## src/rtl/dac_tx_pkg.sv

```systemverilog
package dac_tx_pkg;

    typedef enum logic [1:0] {
        ST_IDLE,
        ST_LEAD,
        ST_SHIFT,
        ST_GAP
    } tx_state_e;

endpackage

```

## src/rtl/dac_tx_phase.sv

```systemverilog
// Serial-period phase counter: counts CLK_DIV system cycles per serial bit.
module dac_tx_phase #(
    parameter int DIV = 4
) (
    input  logic clk,
    input  logic rst_n,
    input  logic run,
    output logic wrap,
    output logic hi
);
    localparam int PW   = (DIV > 1) ? $clog2(DIV) : 1;
    localparam int HALF = DIV / 2;

    typedef struct packed {
        logic [PW-1:0] cnt;
    } phase_t;

    phase_t ph_d, ph_q;

    assign wrap = run && (ph_q.cnt == PW'(DIV - 1));
    assign hi   = run && (ph_q.cnt < PW'(HALF));

    always_comb begin
        ph_d = ph_q;
        if (!run || wrap) begin
            ph_d.cnt = '0;
        end else begin
            ph_d.cnt = ph_q.cnt + 1'b1;
        end
    end

    always_ff @(posedge clk or negedge rst_n) begin
        if (!rst_n) begin
            ph_q <= '0;
        end else begin
            ph_q <= ph_d;
        end
    end

endmodule

```

## src/rtl/dac_tx_shreg.sv

```systemverilog
// Parallel-load, MSB-first shift register for the frame word.
module dac_tx_shreg #(
    parameter int W = 16
) (
    input  logic         clk,
    input  logic         rst_n,
    input  logic         load,
    input  logic         shift,
    input  logic [W-1:0] din,
    output logic         msb
);
    typedef struct packed {
        logic [W-1:0] word;
    } sr_t;

    sr_t sr_d, sr_q;

    assign msb = sr_q.word[W-1];

    always_comb begin
        sr_d = sr_q;
        if (load) begin
            sr_d.word = din;
        end else if (shift) begin
            sr_d.word = {sr_q.word[W-2:0], 1'b0};
        end
    end

    always_ff @(posedge clk or negedge rst_n) begin
        if (!rst_n) begin
            sr_q <= '0;
        end else begin
            sr_q <= sr_d;
        end
    end

endmodule

```

## src/rtl/dac_frame_tx.sv

```systemverilog
// Frame sequencer: frame line low, lead period, 16 bits, release, gap period.
module dac_frame_tx
    import dac_tx_pkg::*;
#(
    parameter int DATA_W  = 14,
    parameter int WORD_W  = 16,
    parameter int CLK_DIV = 4
) (
    input  logic              clk,
    input  logic              rst_n,
    input  logic              in_valid,
    output logic              in_ready,
    input  logic [DATA_W-1:0] in_sample,
    output logic              dac_sync_n,
    output logic              dac_sclk,
    output logic              dac_sdo,
    output logic              frame_done
);
    localparam int PAD = WORD_W - DATA_W;
    localparam int BW  = $clog2(WORD_W);
    localparam logic [BW-1:0] LAST_BIT = BW'(WORD_W - 1);

    typedef struct packed {
        tx_state_e     st;
        logic [BW-1:0] bitn;
    } ctl_t;

    ctl_t ctl_d, ctl_q;

    logic [WORD_W-1:0] frame_word;
    logic              ph_run;
    logic              ph_wrap;
    logic              ph_hi;
    logic              sr_load;
    logic              sr_shift;

    generate
        if (PAD > 0) begin : g_pad
            assign frame_word = {{PAD{1'b0}}, in_sample};
        end else begin : g_nopad
            assign frame_word = in_sample[WORD_W-1:0];
        end
    endgenerate

    assign ph_run = (ctl_q.st != ST_IDLE);

    dac_tx_phase #(
        .DIV (CLK_DIV)
    ) u_phase (
        .clk   (clk),
        .rst_n (rst_n),
        .run   (ph_run),
        .wrap  (ph_wrap),
        .hi    (ph_hi)
    );

    dac_tx_shreg #(
        .W (WORD_W)
    ) u_shreg (
        .clk   (clk),
        .rst_n (rst_n),
        .load  (sr_load),
        .shift (sr_shift),
        .din   (frame_word),
        .msb   (dac_sdo)
    );

    always_comb begin
        ctl_d    = ctl_q;
        sr_load  = 1'b0;
        sr_shift = 1'b0;
        unique case (ctl_q.st)
            ST_IDLE: begin
                if (in_valid) begin
                    ctl_d.st   = ST_LEAD;
                    ctl_d.bitn = '0;
                    sr_load    = 1'b1;
                end
            end
            ST_LEAD: begin
                if (ph_wrap) begin
                    ctl_d.st = ST_SHIFT;
                end
            end
            ST_SHIFT: begin
                if (ph_wrap) begin
                    if (ctl_q.bitn == LAST_BIT) begin
                        ctl_d.st = ST_GAP;
                    end else begin
                        ctl_d.bitn = ctl_q.bitn + 1'b1;
                        sr_shift   = 1'b1;
                    end
                end
            end
            ST_GAP: begin
                if (ph_wrap) begin
                    ctl_d.st = ST_IDLE;
                end
            end
            default: begin
                ctl_d.st = ST_IDLE;
            end
        endcase
    end

    always_ff @(posedge clk or negedge rst_n) begin
        if (!rst_n) begin
            ctl_q.st   <= ST_IDLE;
            ctl_q.bitn <= '0;
        end else begin
            ctl_q <= ctl_d;
        end
    end

    assign in_ready   = (ctl_q.st == ST_IDLE);
    assign dac_sync_n = (ctl_q.st == ST_IDLE) || (ctl_q.st == ST_GAP);
    assign dac_sclk   = (ctl_q.st == ST_SHIFT) && ph_hi;
    assign frame_done = (ctl_q.st == ST_GAP) && ph_wrap;

endmodule

```

## config.mk

```make
export PLATFORM = sky130hd
export DESIGN_NAME = dac_frame_tx
export DESIGN_NICKNAME = d
export VERILOG_FILES = /design/src/rtl/dac_tx_pkg.sv /design/src/rtl/dac_tx_phase.sv /design/src/rtl/dac_tx_shreg.sv /design/src/rtl/dac_frame_tx.sv
export SDC_FILE = /design/constraint.sdc
export NUM_CORES = 1
export LEC_CHECK = 0
export CAP_MARGIN = 30
export CORE_MARGIN = 4
export CORE_UTILIZATION = 25
export CTS_CLUSTER_SIZE = 14
export DETAILED_ROUTE_END_ITERATION = 16
export SLEW_MARGIN = 30
export SYNTH_ARGS = -nofsm -noshare
export SYNTH_HDL_FRONTEND = slang
export SYNTH_SLANG_ARGS = --single-unit
```

## constraint.sdc

```tcl
create_clock -name clk -period 2.2 [get_ports clk]
set_input_delay 0.44 -clock clk [delete_from_list [all_inputs] [get_ports clk]]
set_output_delay 0.44 -clock clk [all_outputs]
set_load 0.05 [all_outputs]
```

Yosys cells after proc, flatten, opt, wreduce, memory -nomap -nowiden. Index checks and enable logic that the tools add are counted.

Bits in registers: 24. Input port bits: 17. Output and inout bits: 5.

Add/sub/neg operators: 2. Order comparisons: 1. Equality and inequality tests: 11. Muxes and demuxes: 16. Reduce and logical (&&, ||, !) cells: 13.

Operators by type and width (count): $mux W16 (2); $mux W6 (2); $ne A2 B2 Y1 const B (6); $mux W2 (4); $pmux W2 S4 (1); $pmux W4 S2 (1); $eq A2 B2 Y1 const B (3); $reduce_bool A2 Y1 (3); $mux W1 (5); $reduce_and A5 Y1 (1); $add A4 B1 Y4 const B (1); $eq A4 B4 Y1 const B (1); $logic_and A1 B1 Y1 (4); $mux W4 (1); $reduce_and A4 Y1 (1); $add A2 B1 Y2 const B (1); $eq A2 B1 Y1 const B (1); $logic_not A2 Y1 (1); $logic_or A1 B1 Y1 (2); $lt A2 B2 Y1 const B (1); $logic_not A1 Y1 (1).

Depth between registers and ports, before layout.
Depth in word-level cells: 6. Mapped depth: 8.

Cells and area by module. Synthesis repeated with hierarchy kept, for this count alone.

Cells, all modules: 130. Area total of the unflattened synthesis: 1346.3 sq um.

By module, submodules not included: dac_tx_shreg (instances 1, cells an instance 69, area an instance 742.0 sq um, seq. area each 400.4 sq um); dac_frame_tx (instances 1, cells an instance 54, area an instance 506.7 sq um, seq. area each 150.1 sq um); dac_tx_phase (instances 1, cells an instance 7, area an instance 97.6 sq um, seq. area each 50.0 sq um).

Least setup slack after synthesis. No wires, ideal clock.

Path type: register to output. Start point: register ctl_q[4] (netlist bit). End point: output dac_sclk. Arrival: 2.250 ns. Required time: 1.760 ns. Path slack: -0.490 ns. Cell stages (with the launch flop): 5. Path buffers: 1. Cell sequence: dfrtp_1 -> inv_1 -> ha_1 -> buf_2 -> nor3b_1.

Cells in the longest elaborated chain, start to end: 3. Elaborated cells on any way between the ends: 4. Classes of those cells: eq/ne (1); reduce/logical (3).

RTL lines: start, declared (RTL line dac_frame_tx.sv:28) `ctl_t ctl_d, ctl_q;`; start signal, assigned (RTL line dac_frame_tx.sv:111) `ctl_q <= ctl_d;`; $reduce_bool A2 Y1 (RTL line dac_frame_tx.sv:45) `assign ph_run = (ctl_q.st != ST_IDLE);`; $logic_and A1 B1 Y1 (RTL line dac_tx_phase.sv:21) `assign hi = run && (ph_q.cnt < PW'(HALF));`; $logic_and A1 B1 Y1 * (RTL line dac_frame_tx.sv:117) `assign dac_sclk = (ctl_q.st == ST_SHIFT) && ph_hi;`; end, declared (RTL line dac_frame_tx.sv:15) `output logic dac_sclk,`.

Every way passes the cells marked *; elsewhere a longest branch is shown, timed or not.

Worst setup path in the final report.
Start point: register ctl_q[4] (netlist bit). End point: register ctl_q[5] (netlist bit).

Cells in the longest elaborated chain, start to end: 4. Elaborated cells on any way between the ends: 13. Classes of those cells: eq/ne (8); mux (1); reduce/logical (4).

RTL lines: $reduce_bool A2 Y1 (RTL line dac_frame_tx.sv:45); $logic_and A1 B1 Y1 (RTL line dac_tx_phase.sv:20) `assign wrap = run && (ph_q.cnt == PW'(DIV - 1));`; $ne A2 B2 Y1 (no source line); $reduce_and A5 Y1 (no source line).

Several ways; a longest one is shown, not always the timed one. A chain may end at the register's enable or synchronous reset.

==> results.md <==
- Outcome: finished, final reports clean
- CP Max Fanout: 6
- Post-route ant nets: 0
- Reg clk slew, reported paths: roughly 80 ps
- Required @ worst endpoint: about 2400 ps
- Vias in the first global route: 997
- Area occupied by multi-input gates: 607 um2
- Synth Area in XOR/XNOR: 0%
- Proportion of netlist area held by the largest area contributor: between 40% and 50%
- Seq/Total Area, Yosys: a little under half
- Drt pass-1 iters: 4
- Largest net degree at the start of global routing: 25
- Most common cell in the netlist: dfrtp_1
- Slew @ Worst Pin: 500 ps
- Port Buf Inserts: 21
- CTS root buf: clkbuf_8
- Hold/Removal Path Class: register to register
- Fillcell total: 490
- Worst Skew: around 4.8 ps
- GRT Util Overall: a little under a tenth
- Routed vias/inst: approximately 4.5
- Asr flop ratio synth: 100%
- Routability cong.: around 0.74
- Routed wire per std cell: about 12 um
- Largest family of logic cells by synthesized area: simple AND/OR/NAND/NOR gates
- F_max: 0.485 GHz
- YS warnings: 0
- EDFF count, synth: 0
- Synthesized area: between 0.001 and 0.0015 mm2
- GRT overflow: 0
- Worst-Skew Late Latency: roughly 260 ps
- Finished Core Util: 34.8%
- Simple-gate area share of the yosys netlist: 22.6%
- Vias after detailed routing: around 1000
- Post-DP HPWL: 1.98 mm
- TritonCTS buffer count: 3
- IO Pins: 22
- DP Worst Slack: ~26 ps
- Yosys reg bits: 24
- Synth area leader: dfrtp_1
- Critical path launch point type: register
- Die area: around 0.0062 mm2
- Ys flop type: dfrtp_1
- Count of final hold-check violations: 0
- Synth cell types: 26
- Core Area: about 0.0048 mm2
- Synth top area cells: dfrtp_1, ha_1, nand2_1
- Row cnt: 25
- VDD IR max: about 0.6 mV
- Crit path DAT: roughly 2300 ps
- Post-Route WL: approximately 2.7 mm
- CTS tree: built
- Post-synthesis adder-cell area fraction: roughly 7%
- Maxcap violations: 0
- First-pass GRT wire length: ~4.7 mm
- Max-slew violations: 0
- Clk sinks: 24
- Layout area overhead: 32.7%
- Ant diodes: 0
- Post-synthesis compound-gate area fraction: 15.5%
- Clock buffer depth: 2
- Post-CTS Resized: 0
- Cells after Synth: 131
- PnR worst setup slack: between 100 and 150 ps
- Fin crit share: roughly 94%
- Slew headroom: approximately 67%
- Vert. Die Dim: 78.9 um
- Mux share of post-synthesis cell area: 2.39%
- Power Density: between 1000 and 1500 mW/mm2
- Syn_nets: 155
- Antenna violations before repair: 0
- Setup Buffers After CTS: 0
- Nets: about 180
- DRC: 0
- Post-Syn Area per Cell: between 9 and 10 um2
- FF+latch area: between 600 and 700 um2
- Setup violations, final: 0
- Critical path type: register to register
- Initial Utilization: a little over a quarter
- Post-CTS Hold Buffers: 0
- Min Tclk post-route: 2060 ps
- Critical Path Sink Type: register
- H-tree depth: 1
- Die width: a little under 80 um
- Synth cell count leaders: dfrtp_1, nand2_1, nand3_1, o211ai_1
- Detailed Route Iter0 Violations: between 50 and 60
- Share of cells above drive strength 1: approximately 12%
- Lkg Pwr: between 0.7 and 0.8 nW
[area by class of cell]
class / instances / area share (%)
Tap cell: 67 / 5.03
Inverter: 4 / 0.902
Multi-Input combinational cell: 94 / 36.4
Sequential cell: 24 / 36.1
Clock buffer: 3 / 2.48
Timing Repair Buffer: 30 / 19.1
[registers in the layout (all words and copies together), names as in the netlist]
name	count
u_shreg.sr_q	16
u_phase.ph_q	2
ctl_q	6
[metal layers]
| metal | track usage, % | part of all wire [%] | vias up |
|---|---|---|---|
| met5 | 0 | 0 | - |
| met1 | 13.4 | 51 | 474 |
| met4 | 2.06 | 0.44 | 0 |
| li1 | - | - | 518 |
| met3 | 2.38 | 4.1 | 2 |
| met2 | 13.5 | 44 | 14 |
[stage by stage]
step           hold slack (ps)  TNS, ps  area, um2  std cells  power (mW)
5_1_grt                    477    -13.0       1670        222        2.27
6_report                   448        0       1670        222        2.09
2_1_floorplan              144        0       1270        131        1.45
3_3_place_gp               432        0       1620        218        1.81
4_1_cts                    450        0       1660        221        2.09
3_5_place_dp               430        0       1620        218        1.83
[cells in the final DEF (no fill, tap or decap), types with 2 or more instances in the layout]
cell type and count:
inv_1 4, nor3_1 4, a21oi_1 5, o21ai_0 7, clkdlybuf4s50_1 17, dfrtp_1 24
o211ai_1 9, clkbuf_8 3, and3_1 5, nor2_1 2, and2_1 2, mux2i_1 3
a221o_1 4, ha_1 7, buf_12 4, nand2_1 22, nand3_1 14, buf_4 9
[final timing paths]
| path | start | to | slack, ps | depth (start not counted) |
|---|---|---|---|---|
| hold reg to reg | u_phase.ph_q[0]$_DFF_PN0_ | u_phase.ph_q[0]$_DFF_PN0_ | 450 | 1 |
| setup reg to reg | ctl_q[4]$_DFFE_PN0P_ | ctl_q[5]$_DFFE_PN0P_ | 140 | 6 |
| hold / removal | u_phase.ph_q[0]$_DFF_PN0_ | u_phase.ph_q[0]$_DFF_PN0_ | 450 | 1 |
| max in group asynchronous | rst_n | u_shreg.sr_q[10]$_DFFE_PN0P_ | 1430 | 2 |
| min in group asynchronous | rst_n | ctl_q[1]$_DFFE_PN0P_ | 530 | 2 |
| setup / recovery | ctl_q[4]$_DFFE_PN0P_ | ctl_q[5]$_DFFE_PN0P_ | 140 | 6 |
[cells by family (layout without fill, tap and decap cells)]
logic type / count (synthesis) / in the layout
AOI/OAI and AO/OA: 28 / 28
adders and majority gates: 7 / 7
buffers and inverters: 13 / 37
DFF: 24 / 24
muxes: 3 / 3
and+or+nand+nor: 56 / 56
[report_power, final]
group / switching [mW] / internal, mW
Sequential: 0.113 / 0.633
Clock: 0.139 / 0.122
Combinational: 0.543 / 0.537
[critical path, stage by stage (launching register included)]
cell and delay [ps]:
dfrtp_1 400, inv_1 100, ha_1 260, or4b_1 560, a222oi_1 320, buf_4 180
mux2i_1 170
(Power assumes the default switching activity.)
